## src/rtl/ctrl_latch_bank.sv

```systemverilog
module ctrl_latch_bank #(
  parameter int CHANNELS = 8
) (
  input  logic                clk,
  input  logic                rst_n,
  input  logic [CHANNELS-1:0] set_lvl,
  input  logic [CHANNELS-1:0] rst_lvl,
  input  logic [CHANNELS-1:0] set_cfg,
  input  logic [CHANNELS-1:0] rst_cfg,
  output logic [CHANNELS-1:0] flag
);

  logic [CHANNELS-1:0] armed;
  logic [CHANNELS-1:0] held;
  logic [CHANNELS-1:0] go_hi;
  logic [CHANNELS-1:0] go_lo;

  assign armed = set_cfg & rst_cfg;
  assign go_hi = armed & set_lvl & ~rst_lvl;
  assign go_lo = armed & rst_lvl & ~set_lvl;

  // Any request other than a plausible set or clear leaves the bit alone.
  always_ff @(posedge clk or negedge rst_n) begin
    if (!rst_n) held <= '0;
    else        held <= (held | go_hi) & ~go_lo;
  end

  assign flag = held | ~armed;

  for (genvar i = 0; i < CHANNELS; i++) begin : g_chk
    assert_set_R2: assert property (@(posedge clk) disable iff (!rst_n)
      (set_cfg[i] && rst_cfg[i] && set_lvl[i] && !rst_lvl[i]) |=> held[i]);
    assert_clear_R3: assert property (@(posedge clk) disable iff (!rst_n)
      (set_cfg[i] && rst_cfg[i] && rst_lvl[i] && !set_lvl[i]) |=> !held[i]);
    assert_idle_hold_R4: assert property (@(posedge clk) disable iff (!rst_n)
      (set_cfg[i] && rst_cfg[i] && !set_lvl[i] && !rst_lvl[i]) |=> $stable(held[i]));
    assert_implausible_hold_R5: assert property (@(posedge clk) disable iff (!rst_n)
      (set_cfg[i] && rst_cfg[i] && set_lvl[i] && rst_lvl[i]) |=> $stable(held[i]));
    assert_forced_R6: assert property (@(posedge clk) disable iff (!rst_n)
      !(set_cfg[i] && rst_cfg[i]) |-> flag[i]);
    assert_frozen_R8: assert property (@(posedge clk) disable iff (!rst_n)
      !(set_cfg[i] && rst_cfg[i]) |=> $stable(held[i]));
  end

endmodule

```

## config.mk

```make
export PLATFORM = sky130hd
export DESIGN_NAME = ctrl_latch_bank
export DESIGN_NICKNAME = d
export VERILOG_FILES = /design/src/rtl/ctrl_latch_bank.sv
export SDC_FILE = /design/constraint.sdc
export NUM_CORES = 1
export LEC_CHECK = 0
export BUFFER_PORTS_ARGS = -buffer_cell sky130_fd_sc_hd__buf_2
export CAP_MARGIN = 20
export CORE_MARGIN = 2
export CORE_UTILIZATION = 32
export DETAILED_ROUTE_END_ITERATION = 10
export PLACE_DENSITY = 0.68
export RECOVER_POWER = 25
export SLEW_MARGIN = 10
export SYNTH_ARGS = -nofsm -noshare
export SYNTH_HDL_FRONTEND = slang
export SYNTH_SLANG_ARGS = --single-unit
```

## constraint.sdc

```tcl
create_clock -name clk -period 0.8 [get_ports clk]
set_input_delay 0.16 -clock clk [delete_from_list [all_inputs] [get_ports clk]]
set_output_delay 0.16 -clock clk [all_outputs]
set_load 0.1 [all_outputs]
```

==> qor.yml, run 1 <==
logic_synthesis:
  synth_seq_cells: 8
  yosys.area.top_type: "dfrtp_1"
  avgSynthCellArea_sq_um: 10.7
  syn_nets: 83
  synth_cells: 49
  yosysSeqAreaShare_pct: 38.3
  netlist_area_sq_um: 523
  yosys.area.top_type_share_pct: 38.3
  yosys_warnings: 0
  synthDistinctLibCells: 10
  netlist_top_cells_area: "dfrtp_1 38%, and4b_1 15%, nor3_2 13%, nand3b_1 11%, a31oi_1 8.4%"
layout:
  fin_nets: 138
  antennaDiodeCount: 0
  instances_no_fill: 118
  reg_top3: "held x8"
  regMostFlops: "held"
  fill_cells: 124
  layout_common_cells: "32 x buf_2, 8 x nand3b_1, 8 x and4b_1, 8 x dfrtp_1, 8 x buf_12"
  syn_to_final_growth_pct: 108
  drive_gt1_share_pct: 71.6
  largest_reg_flops: 8
  mostFrequentLayoutCell: "buf_2"
route:
  dr_total_vias: 610
  wire_per_inst_microns: 13.2
  dr.pass1.iters: 1
  drt-total-wl_mm: 1.55
  drcViolationCount: 0
  drt-initial-drc-count: 0
  drtAntennaViolNets: 0
  vias_per_cell: 5.17
timing:
  clock-skew-final_ns: 0
  finalHoldViolations: 0
  fmaxAchievable_mhz: 835
  finalSetupViolCount: 14
  slew_violations: 0
  period_needed_ns: 1.20
  fin_crit_sh_pct: 150
  rsz0062_at_grt: "yes"
  relSlewSlack_pct: 86.0
  worstMarginPinSlew_ns: 0.211
  final.setup.worst_slack_ns: -0.397
  holdWs_ns: 0.204
worst_setup_path:
  arrival_ns: 1.04
  critPathRequiredTime_ns: 0.64
  worstPathMaxFanout: 3
  path_class: "reg -> out"
  startpoint_type: "flop"
  critPathCaptureType: "primary output"
floorplan:
  placeableCoreArea_sq_um: 1520
  fp.dieW_microns: 44.4
  initial_utilization_pct: 34.3
  io_pins: 42
  die_h_microns: 44.4
  num_rows: 14
  dieArea_sq_um: 1970
global_route:
  grt_max_degree: 9
  grt-ovfl-total: 0
  grt_pass1_wl_mm: 2.50
  grt_usage_pct: 17.3
  grt_pass1_vias: 654
  grt_antenna_before_repair: 0
clock_tree:
  clock_path_buffers: 2
  cts_tree: "done"
  numCtsBuffers: 3
  cts_root_buffer: "clkbuf_4"
  h-tree-depth: 1
  clock_latency_ns: 0.25
  cts.sinks: 8
  clk_pin_slew_ns: 0.06
pwr:
  p_leak_uw: 0.000518
  vdd_drop_max_v: 0.000896
  p_per_area_nw_per_um2: 1320
placement:
  hpwl_mm: 1.15
  portBuffers: 41
  gp_congestion: 0.647
  dp_cells: 108
outcome:
  failed_checks: "setup timing"
  outcome: "complete, but fails checks"
worst_hold_path:
  hp-class: "in -> reg"
flow_run:
  max-cap-violations: 0
==> cell usage after synthesis <==
master,n
nand3b_1,8
inv_1,1
a31oi_1,7
dfrtp_1,8
a211oi_2,1
nor3_2,7
nor2_1,1
and4b_1,8
nand3_1,1
nor2b_1,7
==> critical path: stages, from the launching register on <==
cell and delay, ns:
dfrtp_1 0.38, nand3b_1 0.21, buf_12 0.19
==> cells by family (layout without fill, tap and decap cells) <==
group / count (synthesis) / after routing / share of synthesized area [%]
AOI/OAI and AO/OA: 8 / 8 / 10.8
and+or+nand+nor: 32 / 32 / 50.2
DFF: 8 / 8 / 38.3
buffers and inverters: 1 / 54 / 0.717
==> through the flow <==
stage | area, sq um | setup slack (ns) | TNS, ns | total power (uW) | utilization, %
floorplan | 536 | -0.533 | -3.79 | 758 | -
global placement | 896 | -0.127 | -0.849 | 999 | 58.8
global route | 1090 | -0.442 | -3.69 | 1520 | 71.3
detailed placement | 896 | -0.131 | -0.990 | 1010 | 58.8
CTS | 1040 | -0.409 | -3.15 | 1410 | 68.5
finish | 1090 | -0.397 | -3.15 | 1440 | 71.3
==> metal layers <==
layer  wire length (microns)  up-vias  global-route usage [%]
met5                       0        -                       0
met4                       0        0                    7.27
met3                      99        0                    3.27
met2                     855       24                    31.5
met1                     598      284                    19.6
li1                        -      302                       -
==> cell type report <==
type,instances,area [sq um],area share [%]
tap,16,20.0,1.84
clock buffer,3,22.5,2.07
sequential,8,200,18.4
multi-input combinational,40,430,39.6
timing repair buffer,50,410,37.7
inverter,1,3.75,0.345
==> path summary, 6_finish.rpt <==
path	depth (start not counted)	endpoint	slack (ns)	from
worst max-delay path	2	flag[7]	-0.40	held[7]$_DFF_PN0_
worst min-delay path	3	held[6]$_DFF_PN0_	0.20	set_lvl[6]
worst max register to register	3	held[3]$_DFF_PN0_	-0.04	held[3]$_DFF_PN0_
worst min register to register	2	held[7]$_DFF_PN0_	0.55	held[7]$_DFF_PN0_
max in group asynchronous	2	held[2]$_DFF_PN0_	0.33	rst_n
min in group asynchronous	2	held[0]$_DFF_PN0_	0.29	rst_n
==> where the power goes <==
group          switching, uW  internal (uW)
combinational            379            299
clock                    139            172
sequential              16.1            433
==> repair_timing <==
action                                 in CTS  in global routing
buffers inserted                            5                  3
pin swaps                                   0                  2
endpoints found under the hold margin       8                  0
gates resized for setup                    12                  8
setup endpoints to repair                  10                 14
hold buffers                                1                  0
Note: power is estimated with default switching activity, not from simulation.
==> inputs of run 2 (changes only) <==
--- a/config.mk
+++ b/config.mk
@@ -12,7 +12,7 @@
 export DETAILED_ROUTE_END_ITERATION = 10
 export PLACE_DENSITY = 0.68
 export RECOVER_POWER = 25
-export SLEW_MARGIN = 10
+export SLEW_MARGIN = 0
 export SYNTH_ARGS = -nofsm -noshare
 export SYNTH_HDL_FRONTEND = slang
 export SYNTH_SLANG_ARGS = --single-unit
==> constraint.sdc (replaced) <==
create_clock -name clk -period 1 [get_ports clk]
set_input_delay 0.2 -clock clk [delete_from_list [all_inputs] [get_ports clk]]
set_output_delay 0.2 -clock clk [all_outputs]
set_load 0.1 [all_outputs]
==> qor.yml, run 2 (synthesized netlist as in run 1, its figures left out) <==
worst_setup_path:
  reg2reg_slack_ns: 0.04  # was -0.04 ns
  r2r-end: "held[4]$_DFF_PN0_"  # was held[3]$_DFF_PN0_
  rr_startpoint: "held[4]$_DFF_PN0_"  # was held[3]$_DFF_PN0_
  startpoint_type: "flop"  # unchanged
  worstPathMaxFanout: 3  # unchanged
  path_class: "reg -> out"  # unchanged
  ff2ff_path_depth: 4  # was 3
  critPathCaptureType: "primary output"  # unchanged
  arrival_ns: 1.06  # was 1.04 ns
  critPathRequiredTime_ns: 0.80  # was 0.64 ns
pwr:
  power.total_uw: 1070  # was 1440 uW
  switching_share_pct: 35.4  # was 37.1%
  vdd_drop_max_v: 0.000806  # was 0.000896 V
  p_clk_share_pct: 22.0  # was 21.6%
  p_seq_share_pct: 33.6  # was 31.3%
  net-switching-power_uw: 379  # was 533 uW
  p_per_area_nw_per_um2: 1090  # was 1320 nW/um^2
  p_int_uw: 692  # was 904 uW
  p_comb_share_pct: 44.4  # was 47.1%
  p_leak_uw: 0.000505  # was 0.000518 uW
global_route:
  grt_antenna_before_repair: 0  # unchanged
  grt_usage_pct: 14.4  # was 17.3%
  grt_pass1_vias: 560  # was 654
  grt_max_degree: 9  # unchanged
  grt_pass1_wl_mm: 2.10  # was 2.50 mm
  grt-ovfl-total: 0  # unchanged
outcome:
  outcome: "complete, but fails checks"  # unchanged
  failed_checks: "setup timing"  # unchanged
clock_tree:
  numCtsBuffers: 3  # unchanged
  clock_path_buffers: 2  # unchanged
  cts_tree: "done"  # unchanged
  h-tree-depth: 1  # unchanged
  cts.sinks: 8  # unchanged
  cts_root_buffer: "clkbuf_4"  # unchanged
  clock_latency_ns: 0.24  # was 0.25 ns
  clk_pin_slew_ns: 0.05  # was 0.06 ns
placement:
  portBuffers: 41  # unchanged
  hpwl_mm: 1.08  # was 1.15 mm
  pre_cts_slack_ns: 0.0251  # was -0.131 ns
  gp_congestion: 0.687  # was 0.647
  dp_cells: 106  # was 108
route:
  drt-total-wl_mm: 1.36  # was 1.55 mm
  wire_per_inst_microns: 11.4  # was 13.2 microns
  vias_per_cell: 5.18  # was 5.17
  drt-initial-drc-count: 7  # was 0
  drtAntennaViolNets: 0  # unchanged
  dr_total_vias: 616  # was 610
  dr.pass1.iters: 3  # was 1
  drcViolationCount: 0  # unchanged
layout:
  fin_nets: 139  # was 138
  syn_to_final_growth_pct: 88.5  # was 108%
  drive_gt1_share_pct: 61.2  # was 71.6%
  layout_common_cells: "32 x buf_2, 9 x buf_4"  # was 32 x buf_2, 8 x nand3b_1, 8 x and4b_1, 8 x dfrtp_1, 8 x buf_12
  largest_reg_flops: 8  # unchanged
  instances_no_fill: 119  # was 118
  antennaDiodeCount: 0  # unchanged
  regMostFlops: "held"  # unchanged
  mostFrequentLayoutCell: "buf_2"  # unchanged
  reg_top3: "held x8"  # unchanged
floorplan:
  die_h_microns: 44.4  # unchanged
  io_pins: 42  # unchanged
  num_rows: 14  # unchanged
  placeableCoreArea_sq_um: 1520  # unchanged
  fp.dieW_microns: 44.4  # unchanged
  initial_utilization_pct: 34.3  # unchanged
  dieArea_sq_um: 1970  # unchanged
timing:
  tns_ns: -1.68  # was -3.15 ns
  fin_crit_sh_pct: 126
  fmaxAchievable_mhz: 795
  finalSetupViolCount: 8  # was 14
  finalHoldViolations: 0  # unchanged
  relSlewSlack_pct: 71.4  # was 86.0%
  rsz0062_at_grt: "yes"  # unchanged
  final.setup.worst_slack_ns: -0.258  # was -0.397 ns
  clock-skew-final_ns: 0  # unchanged
  period_needed_ns: 1.26
  worstMarginPinSlew_ns: 0.429  # was 0.211 ns
  holdWs_ns: 0.246  # was 0.204 ns
  slew_violations: 0  # unchanged
worst_hold_path:
  worstHoldEndpoint: "held[3]$_DFF_PN0_"  # was held[6]$_DFF_PN0_
  hold_start: "set_lvl[3]"  # was set_lvl[6]
  whs_path_depth: 3  # unchanged
  hp-class: "in -> reg"  # unchanged
flow_run:
  max-cap-violations: 0  # unchanged
-- run 2: metal layers --
layer	vias to the layer above	track usage [%]	wire length, microns
met1	283	15.1	536
met3	0	4.49	98
li1	310	-	-
met4	0	6.06	0
met5	-	0	0
met2	23	26.2	725
-- run 2: critical path: stages (launching register included) --
cell and delay, ns:
dfrtp_1 0.39, nand3b_1 0.22, buf_12 0.20
-- run 2: final cells by class --
cell class                 instances  area, sq um
sequential                         8          200
clock buffer                       3         22.5
multi-input combinational         40          338
timing repair buffer              51          402
fill                             131          538
inverter                           1         3.75
tap                               16         20.0
-- run 2: worst max path at each step --
stage,startpoint,endpoint,cells past startpoint
final,held[7]$_DFF_PN0_,flag[7],2
after global routing,held[7]$_DFF_PN0_,flag[7],2
after CTS,held[7]$_DFF_PN0_,flag[7],2
after detailed placement,held[1]$_DFF_PN0_,flag[1],2
after global placement,held[3]$_DFF_PN0_,flag[3],2
after floorplan,held[0]$_DFF_PN0_,flag[0],1
-- run 2: stage by stage --
step / cell area, sq um / util, %
floorplan: 536 / -
global placement: 881 / 57.8
detailed placement: 881 / 57.8
CTS: 951 / 62.4
global route: 986 / 64.7
finish: 986 / 64.7
-- run 2: what timing repair did --
| action | in CTS | in global routing |
|---|---|---|
| setup endpoints to repair | 8 | 8 |
| buffers inserted | 5 | 4 |
| pin swaps | 1 | 0 |
| hold buffers | 1 | 0 |
| hold endpoints to repair | 8 | 0 |
| resized for setup | 1 | 1 |
| cloned | 0 | 0 |
-- run 2: power groups by stage --
stage / clock (uW) / sequential, uW / combinational [uW]
2_1_floorplan: 0 / 363 / 242
3_3_place_gp: 0 / 366 / 425
3_5_place_dp: 0 / 367 / 432
4_1_cts: 249 / 360 / 459
5_1_grt: 262 / 362 / 503
6_report: 235 / 360 / 476
